--- src/rtl/ccf_pkg.sv ---
package ccf_pkg;

  typedef enum logic [1:0] {
    CM_ENC8  = 2'd0,
    CM_ENC10 = 2'd1,
    CM_RAW10 = 2'd2,
    CM_RAW12 = 2'd3
  } char_mode_e;

  function automatic char_mode_e mode_of(input logic byte8, input logic enc);
    if (enc) return byte8 ? CM_ENC8 : CM_ENC10;
    return byte8 ? CM_RAW10 : CM_RAW12;
  endfunction

  // raw condition -> pin level for full/empty
  function automatic logic flag_level(input logic raw, input logic ext);
    return ext ? raw : ~raw;
  endfunction

  // enable pin level -> request seen
  function automatic logic enable_seen(input logic pin, input logic ext);
    return ext ? ~pin : pin;
  endfunction

endpackage

--- src/rtl/ccf_former.sv ---
module ccf_former
  import ccf_pkg::*;
#(
  parameter int DATA_W = 10,
  parameter int CMD_W  = 4,
  parameter int CHAR_W = DATA_W + 2
) (
  input  char_mode_e        mode,
  input  logic              cmd_sel,
  input  logic [DATA_W-1:0] data_in,
  input  logic [CMD_W-1:0]  cmd_in,
  output logic [CHAR_W-1:0] char_out,
  output logic              tag_out
);
  localparam int NDATA_W = DATA_W - 2;
  localparam int NCMD_W  = CMD_W - 2;

  always_comb begin
    char_out = '0;
    tag_out  = 1'b0;
    unique case (mode)
      CM_ENC8: begin
        tag_out = cmd_sel;
        if (cmd_sel) char_out = {{(CHAR_W-CMD_W){1'b0}}, cmd_in};
        else         char_out = {{(CHAR_W-NDATA_W){1'b0}}, data_in[NDATA_W-1:0]};
      end
      CM_ENC10: begin
        tag_out = cmd_sel;
        if (cmd_sel) char_out = {{(CHAR_W-NCMD_W){1'b0}}, cmd_in[NCMD_W-1:0]};
        else         char_out = {{(CHAR_W-DATA_W){1'b0}}, data_in};
      end
      CM_RAW10: char_out = {{(CHAR_W-DATA_W){1'b0}}, data_in};
      CM_RAW12: char_out = {cmd_in[NCMD_W-1:0], data_in};
      default:  char_out = '0;
    endcase
  end
endmodule

--- src/rtl/ccf_enable.sv ---
module ccf_enable
  import ccf_pkg::*;
(
  input  logic clk,
  input  logic rst_n,
  input  logic ext_mode,
  input  logic en_pin,
  output logic en_seen,
  output logic wr_req
);
  logic pend_q;

  assign en_seen = enable_seen(en_pin, ext_mode);

  always_ff @(posedge clk) begin
    if (!rst_n) pend_q <= 1'b0;
    else        pend_q <= ext_mode & en_seen;
  end

  assign wr_req = ext_mode ? pend_q : en_seen;
endmodule

--- src/rtl/ccf_store.sv ---
module ccf_store #(
  parameter int ENT_W = 13,
  parameter int DEPTH = 16,
  parameter int PTR_W = $clog2(DEPTH),
  parameter int CNT_W = $clog2(DEPTH + 1)
) (
  input  logic             clk,
  input  logic             rst_n,
  input  logic             wr_req,
  input  logic [ENT_W-1:0] wr_ent,
  input  logic             rd_en,
  output logic [ENT_W-1:0] head,
  output logic [CNT_W-1:0] occ,
  output logic             push,
  output logic             pop,
  output logic             overflow
);
  logic [ENT_W-1:0] mem [DEPTH];
  logic [PTR_W-1:0] wr_ptr, rd_ptr;
  logic             is_full, is_empty;

  function automatic logic [PTR_W-1:0] ptr_step(input logic [PTR_W-1:0] p);
    return (p == PTR_W'(DEPTH - 1)) ? '0 : p + 1'b1;
  endfunction

  assign is_full  = (occ == CNT_W'(DEPTH));
  assign is_empty = (occ == '0);
  assign push     = wr_req & ~is_full;
  assign pop      = rd_en & ~is_empty;
  assign head     = mem[rd_ptr];

  always_ff @(posedge clk) begin
    if (push) mem[wr_ptr] <= wr_ent;
  end

  always_ff @(posedge clk) begin
    if (!rst_n) begin
      wr_ptr   <= '0;
      rd_ptr   <= '0;
      occ      <= '0;
      overflow <= 1'b0;
    end else begin
      if (push) wr_ptr <= ptr_step(wr_ptr);
      if (pop)  rd_ptr <= ptr_step(rd_ptr);
      occ <= occ + CNT_W'(push) - CNT_W'(pop);
      if (wr_req & is_full) overflow <= 1'b1;
    end
  end
endmodule

--- src/rtl/ccf_flags.sv ---
module ccf_flags
  import ccf_pkg::*;
#(
  parameter int DEPTH = 16,
  parameter int CNT_W = $clog2(DEPTH + 1)
) (
  input  logic [CNT_W-1:0] occ,
  input  logic             ext_mode,
  output logic             full_flag,
  output logic             empty_flag,
  output logic             half_n
);
  localparam int HALF = DEPTH / 2;

  assign full_flag  = flag_level(occ == CNT_W'(DEPTH), ext_mode);
  assign empty_flag = flag_level(occ == '0, ext_mode);
  assign half_n     = ~(occ >= CNT_W'(HALF));
endmodule

--- src/rtl/char_capture_fifo.sv ---
module char_capture_fifo
  import ccf_pkg::*;
#(
  parameter int DATA_W = 10,
  parameter int CMD_W  = 4,
  parameter int DEPTH  = 16
) (
  input  logic              clk,
  input  logic              rst_n,
  input  logic              byte_mode,
  input  logic              enc_on,
  input  logic              ext_fifo_mode,
  input  logic              wr_en_in,
  input  logic              cmd_sel,
  input  logic [DATA_W-1:0] data_in,
  input  logic [CMD_W-1:0]  cmd_in,
  input  logic              rd_en,
  output logic [DATA_W+1:0] q_char,
  output logic              q_cmd,
  output logic              full_flag,
  output logic              half_n,
  output logic              empty_flag,
  output logic              overflow
);
  localparam int CHAR_W = DATA_W + 2;
  localparam int ENT_W  = CHAR_W + 1;
  localparam int CNT_W  = $clog2(DEPTH + 1);

  char_mode_e        mode;
  logic [CHAR_W-1:0] w_char;
  logic              w_tag;
  logic              en_seen, wr_req, push, pop;
  logic [CNT_W-1:0]  occ;
  logic [ENT_W-1:0]  head;

  assign mode = mode_of(byte_mode, enc_on);

  ccf_former #(.DATA_W(DATA_W), .CMD_W(CMD_W), .CHAR_W(CHAR_W)) u_form (
    .mode(mode), .cmd_sel(cmd_sel), .data_in(data_in), .cmd_in(cmd_in),
    .char_out(w_char), .tag_out(w_tag)
  );

  ccf_enable u_en (
    .clk(clk), .rst_n(rst_n), .ext_mode(ext_fifo_mode), .en_pin(wr_en_in),
    .en_seen(en_seen), .wr_req(wr_req)
  );

  ccf_store #(.ENT_W(ENT_W), .DEPTH(DEPTH), .CNT_W(CNT_W)) u_store (
    .clk(clk), .rst_n(rst_n), .wr_req(wr_req), .wr_ent({w_tag, w_char}),
    .rd_en(rd_en), .head(head), .occ(occ), .push(push), .pop(pop),
    .overflow(overflow)
  );

  ccf_flags #(.DEPTH(DEPTH), .CNT_W(CNT_W)) u_flags (
    .occ(occ), .ext_mode(ext_fifo_mode), .full_flag(full_flag),
    .empty_flag(empty_flag), .half_n(half_n)
  );

  assign q_char = head[CHAR_W-1:0];
  assign q_cmd  = head[CHAR_W];
endmodule

--- config.mk ---
export PLATFORM = sky130hd
export DESIGN_NAME = char_capture_fifo
export DESIGN_NICKNAME = d
export VERILOG_FILES = /design/src/rtl/ccf_pkg.sv /design/src/rtl/ccf_former.sv /design/src/rtl/ccf_enable.sv /design/src/rtl/ccf_store.sv /design/src/rtl/ccf_flags.sv /design/src/rtl/char_capture_fifo.sv
export SDC_FILE = /design/constraint.sdc
export NUM_CORES = 1
export LEC_CHECK = 0
export ABC_AREA = 0
export BUFFER_PORTS_ARGS = -buffer_cell sky130_fd_sc_hd__buf_2
export CORE_MARGIN = 4
export CORE_UTILIZATION = 45
export CTS_CLUSTER_SIZE = 16
export DETAILED_ROUTE_END_ITERATION = 16
export GPL_TIMING_DRIVEN = 0
export PLACE_DENSITY_LB_ADDON = 0.1
export SYNTH_ARGS = -nofsm -noshare
export SYNTH_HDL_FRONTEND = slang
export SYNTH_SLANG_ARGS = --single-unit
--- constraint.sdc ---
create_clock -name clk -period 3.3 [get_ports clk]
set_input_delay 0.165 -clock clk [delete_from_list [all_inputs] [get_ports clk]]
set_output_delay 0.165 -clock clk [all_outputs]
set_load 0.02 [all_outputs]
# After elaboration in Yosys (flattened, before gate mapping)

Memories as Yosys holds them, arrays and structs flattened. A register that Yosys moved wholly into a read port is not among the register bits.
Index checks and enable logic that the tools add are counted.

Memory bits (writable): 208
Output and inout port bits: 17
Register bits after elaboration: 15
Word-level logic and storage cells: 47
Memories kept: 1
Bits of input ports: 22

Add/subtract/negate cells: 4
Reductions and logical operators: 3
Bitwise operators: 8
Equality and inequality tests: 6
Magnitude comparators: 1
Muxes and demuxes: 19

Memories:

| memory      | depth | bits a word | rd ports | clocked after memory_dff | write ports | line            | text |
|---|---|---|---|---|---|---|---|
| u_store.mem | 16    | 13          | 1        | 1                        | 1           | ccf_store.sv:18 | `logic [ENT_W-1:0] mem [DEPTH];` |

Operators with widths:

| cell                | count |
|---|---|
| $pmux 12 s4         | 1 |
| $mux 4              | 4 |
| $mux 1              | 10 |
| $mux 10             | 1 |
| $add 4x1->4 const B | 2 |
| $eq 4x4->1 const B  | 2 |
| $mux 8              | 1 |
| $add 5x1->5         | 1 |
| $eq 5x5->1 const B  | 1 |
| $ge 5x4->1 const B  | 1 |
| $logic_not 5->1     | 1 |
| $sub 5x1->5         | 1 |
| $and 1x1->1         | 4 |
| $eq 2x2->1 const B  | 2 |
| $mux 2              | 2 |
| $not 1->1           | 4 |
| $eq 2x1->1 const B  | 1 |
| $logic_not 2->1     | 1 |
| $reduce_or 2->1     | 1 |

# Depth between registers and ports, before layout

Word-level depth: 6
Mapped depth: 13
Depth with buffers taken out: 13

# By module

Synthesis repeated with hierarchy kept, for this count alone.

Cells, all modules: 463
Area total of the unflattened synthesis: 9155.0 sq um

By module, submodules not included:

| module            | cells an instance | seq. area each (sq um) | area each (sq um) | instances |
|---|---|---|---|---|
| ccf_store         | 431               | 6606.3                 | 8871.0            | 1 |
| ccf_former        | 18                | 0.0                    | 171.4             | 1 |
| ccf_enable        | 6                 | 20.0                   | 61.3              | 1 |
| ccf_flags         | 6                 | 0.0                    | 43.8              | 1 |
| char_capture_fifo | 2                 | 0.0                    | 7.5               | 1 |

# Worst setup path after synthesis

Ideal clock, no wire load.

Kind: register to register
Start point: reg u_store.occ[2]
End point: reg u_store.occ[4]
Cell stages (with the launch flop): 14
Required time: 3185 ps
Arrival: 2577 ps
Library setup time: 115 ps
Buffers on the path: 0
Path slack: 608 ps
Path through: dfxtp_1 -> inv_1 -> ha_1 -> or4b_4 -> nand2_2 -> inv_1 -> ha_1 -> inv_1 -> ha_1 -> fa_1 -> a21oi_1 -> o21bai_1 -> xnor2_1 -> and2_1

RTL lines:

| element                | line                    | text |
|---|---|---|
| start, declared        | ccf_store.sv:13         | `output logic [CNT_W-1:0] occ,` |
| start signal, assigned | ccf_store.sv:45         | `occ <= occ + CNT_W'(push) - CNT_W'(pop);` |
| $logic_not 5->1        | ccf_store.sv:27         | `assign is_empty = (occ == '0);` |
| $not 1->1              | ccf_store.sv:29         | `assign pop = rd_en & ~is_empty;` |
| $and 1x1->1            | ccf_store.sv:29         |  |
| via pop                | char_capture_fifo.sv:32 | `logic en_seen, wr_req, push, pop;` |
| $sub 5x1->5            | ccf_store.sv:45         |  |

The timed path passes the listed nets, and every way through them passes these cells.
A chain may end at the register's enable or synchronous reset.

# Final worst setup path

Ends and elaborated chain as after synthesis.

==> run_results.csv <==
group,metric,value,unit
status,status,"finished clean",
timing,worst_pin_slew,1.05,ns
clock_network,cts_buffers,24,
global_routing,grt_usage,17.3,%
timing,max_freq,0.340,GHz
critical_path,critPathLaunchType,"register",
critical_path,path_max_fanout,4,
synth,synth_most_common_cell,"edfxtp_1",
global_routing,grtUsageMet3,2.41,%
routing,drt_wl_total,18800,um
synth,synth-edff-count,208,
floorplanning,die_y,150,um
global_routing,grt.busiest_layer,"met2",
floorplanning,die_x,150,um
floorplanning,die_area,0.0226,sq mm
timing,slew_viol_final,0,
place,globalplace.congestion,0.787,
clock_network,clkTransAtPathRegs,0.06,ns
critical_path,worstPathBufferInverterCount,3,
synth,ys_seq_area_share,72.8,%
layout,layout-drive-gt1-share,23.9,%
global_routing,overflow,0,
synth,syn-cell-area,0.00910,sq mm
global_routing,grt_max_degree,17,
critical_path,critPathCaptureType,"register",
synth,yosysWarnings,0,
clock_network,htree_levels,1,
synth,synth-seq-cells,227,
timing,hold_violations,0,
synth,avgSynthCellArea,19.5,sq um
synth,synth_area_leaders,"edfxtp_1, mux4_1, mux4_2, dfxtp_1, a22oi_1",
power,powerDensity,669,mW/mm^2
critical_path,slowest_stage,"or4b_4",
hold_path,hp-class,"in -> reg",
timing,layout_setup_ws,0.359,ns
timing,maxSlewHeadroom,29.7,%
timing,post-route-period-util,89.1,%
power,peakVddDrop,0.485,mV
floorplanning,initial_utilization,46.3,%
power,leakage,3.52,nW
global_routing,antenna_found_initial,0,
layout,num_antenna_cells,0,
layout,final_cells,825,
power,power,7.03,mW
place,place_ws,0.349,ns
place,portBuffers,38,
critical_path,worstPathArrival,3.34,ns
timing,skew,0.00695,ns
synth,synth_common_cells,"edfxtp_1, nand2_1, mux4_2",
critical_path,path_cells,"inv_1, ha_1, or4b_4, nand2_2, inv_1, ha_1, inv_1, ha_1, fa_1, a21oi_1, o21bai_1, xnor2_1, and2_1",
synth,netlist-cell-type-count,40,
floorplanning,io_pins,39,
synth,synth_top_cell_area_share,68.6,%
critical_path,critical-path-top-delay-family,"adder cells",
layout,area_growth,15.6,%
critical_path,path_class,"reg -> reg",
routing,drtAntennaViolNets,0,
global_routing,gr-usage-met1,24.5,%
place,dp_cells,778,
timing,setup_viol,0,
clock_network,cts_root_buffer,"clkbuf_16",
timing,fin_setup_tns,0,ns
critical_path,max_stage_delay,0.50,ns
routing,drc,0,
global_routing,grt_pass1_vias,4759,
synth,yosysTopAreaCell,"edfxtp_1",
synth,synthCells,467,
timing,fin_hold_ws,0.0334,ns
routing,via_per_inst,5.46,
clock_network,cts_tree,"yes",
routing,drt-initial-drc-count,298,
critical_path,cp_data_required_time,3.70,ns
place,hpwl,12400,um
layout,nNetsFinal,580,
global_routing,grt_pass1_wl,28700,um
routing,vias,4506,
synth,synth_nets,503,
timing,rsz0062_at_grt,"false",
routing,avgRoutedWirePerCell,22.8,um
clock_network,clock_latency,0.50,ns
synth,synthFlopType,"edfxtp_1",
run,maxCapViolations,0,
clock_network,clock_path_buffers,3,
synth,synthArstFlopShare,0,%
global_routing,met2_usage,29.1,%
layout,nFillCells,1619,
clock_network,post_cts_buffers,0,
clock_network,cts_sinks,227,
floorplanning,core_area,0.0197,sq mm
floorplanning,rows,51,
timing,period_minus_slack,2.94,ns
routing,firstDrtPassIters,4,
## cells by family after synthesis
group           count (synthesis)  synth area share [%]
compound gates                 48                  3.80
xor+xnor                        7                 0.674
fa+ha+maj                      14                  2.01
buf+inv                        33                  1.87
flops                         227                  72.8
mux                            56                  14.4
simple gates                   82                  4.45
## where the power goes
| part | switching [mW] | internal [mW] |
|---|---|---|
| combinational | 0.702 | 0.593 |
| clock | 1.01 | 1.46 |
| sequential | 0.0424 | 3.23 |
## area by class of cell
| type | instances | area, sq um | share of cell area [%] |
|---|---|---|---|
| multi-input cells | 207 | 2350 | 22.3 |
| clock buffers | 32 | 652 | 6.20 |
| clock inverters | 10 | 71.3 | 0.678 |
| flip-flops and latches | 227 | 6630 | 63.0 |
| inverters | 12 | 45.0 | 0.428 |
| repair buffers | 51 | 322 | 3.06 |
| well taps | 265 | 332 | 3.15 |
| plain buffers | 21 | 125 | 1.19 |
## flip-flops by register name, indices dropped and copies added (netlist names), named ones only
name	count
u_store.occ	5
u_store.wr_ptr	4
u_store.rd_ptr	4
u_en.pend_q	1
u_store.mem	208
u_store.overflow	1
## per-stage QoR
step | util (%) | instance area (sq um)
global route | 53.5 | 10500
finish | 53.5 | 10500
detailed placement | 49.5 | 9730
global placement | 49.0 | 9620
floorplan | - | 9100
CTS | 53.4 | 10500
## routing by layer
metal | vias to the layer above | share of wire [%]
li1 | 2049 | -
met1 | 2323 | 44
met2 | 105 | 50
met3 | 29 | 4.8
met4 | 0 | 1.7
met5 | - | 0
## path summary, 6_finish.rpt
path	startpoint	to	slack, ns	cells after the start
worst max register to register	u_store.occ[2]$_SDFF_PN0_	u_store.occ[4]$_SDFF_PN0_	0.36	13
worst max-delay path	u_store.occ[2]$_SDFF_PN0_	u_store.occ[4]$_SDFF_PN0_	0.36	13
worst min-delay path	rd_en	u_store.rd_ptr[0]$_SDFFE_PN0P_	0.03	4
worst min register to register	u_store.overflow$_SDFFE_PN0P_	u_store.overflow$_SDFFE_PN0P_	0.48	1
## layout by cell type (no fill, tap or decap), types with 2 or more instances in the layout
cell	count
edfxtp_1	208
buf_2	39
nand2_1	29
mux4_2	28
a22oi_1	26
clkbuf_16	25
mux4_1	24
clkbuf_1	20
dfxtp_1	19
and2_1	15
ha_1	13
inv_1	12
nor2_1	10
buf_6	8
nor2_2	8
buf_4	7
a21oi_1	6
nor2b_1	5
clkinv_1	5
nor3_2	4
xor2_1	4
a21boi_0	4
a31oi_1	3
xnor2_1	3
clkinv_2	3
dlygate4sd3_1	3
o21ai_1	2
mux2_2	2
nand2b_1	2
nand3_1	2
buf_8	2
## worst register-to-register path, cell delays in order (launching register included)
cell and delay [ns]:
dfxtp_1 0.32, inv_1 0.10, ha_1 0.19, or4b_4 0.50
nand2_2 0.12, inv_1 0.10, ha_1 0.29, inv_1 0.04
ha_1 0.21, fa_1 0.43, a21oi_1 0.18, o21bai_1 0.10
xnor2_1 0.12, and2_1 0.14
## timing repair
action | 4_1_cts | 5_1_grt
gates resized for setup | 0 | 0
endpoints found under the setup margin | 0 | 0
hold endpoints to repair | 10 | 0
hold buffers | 3 | 0
(Power assumes the default switching activity.)
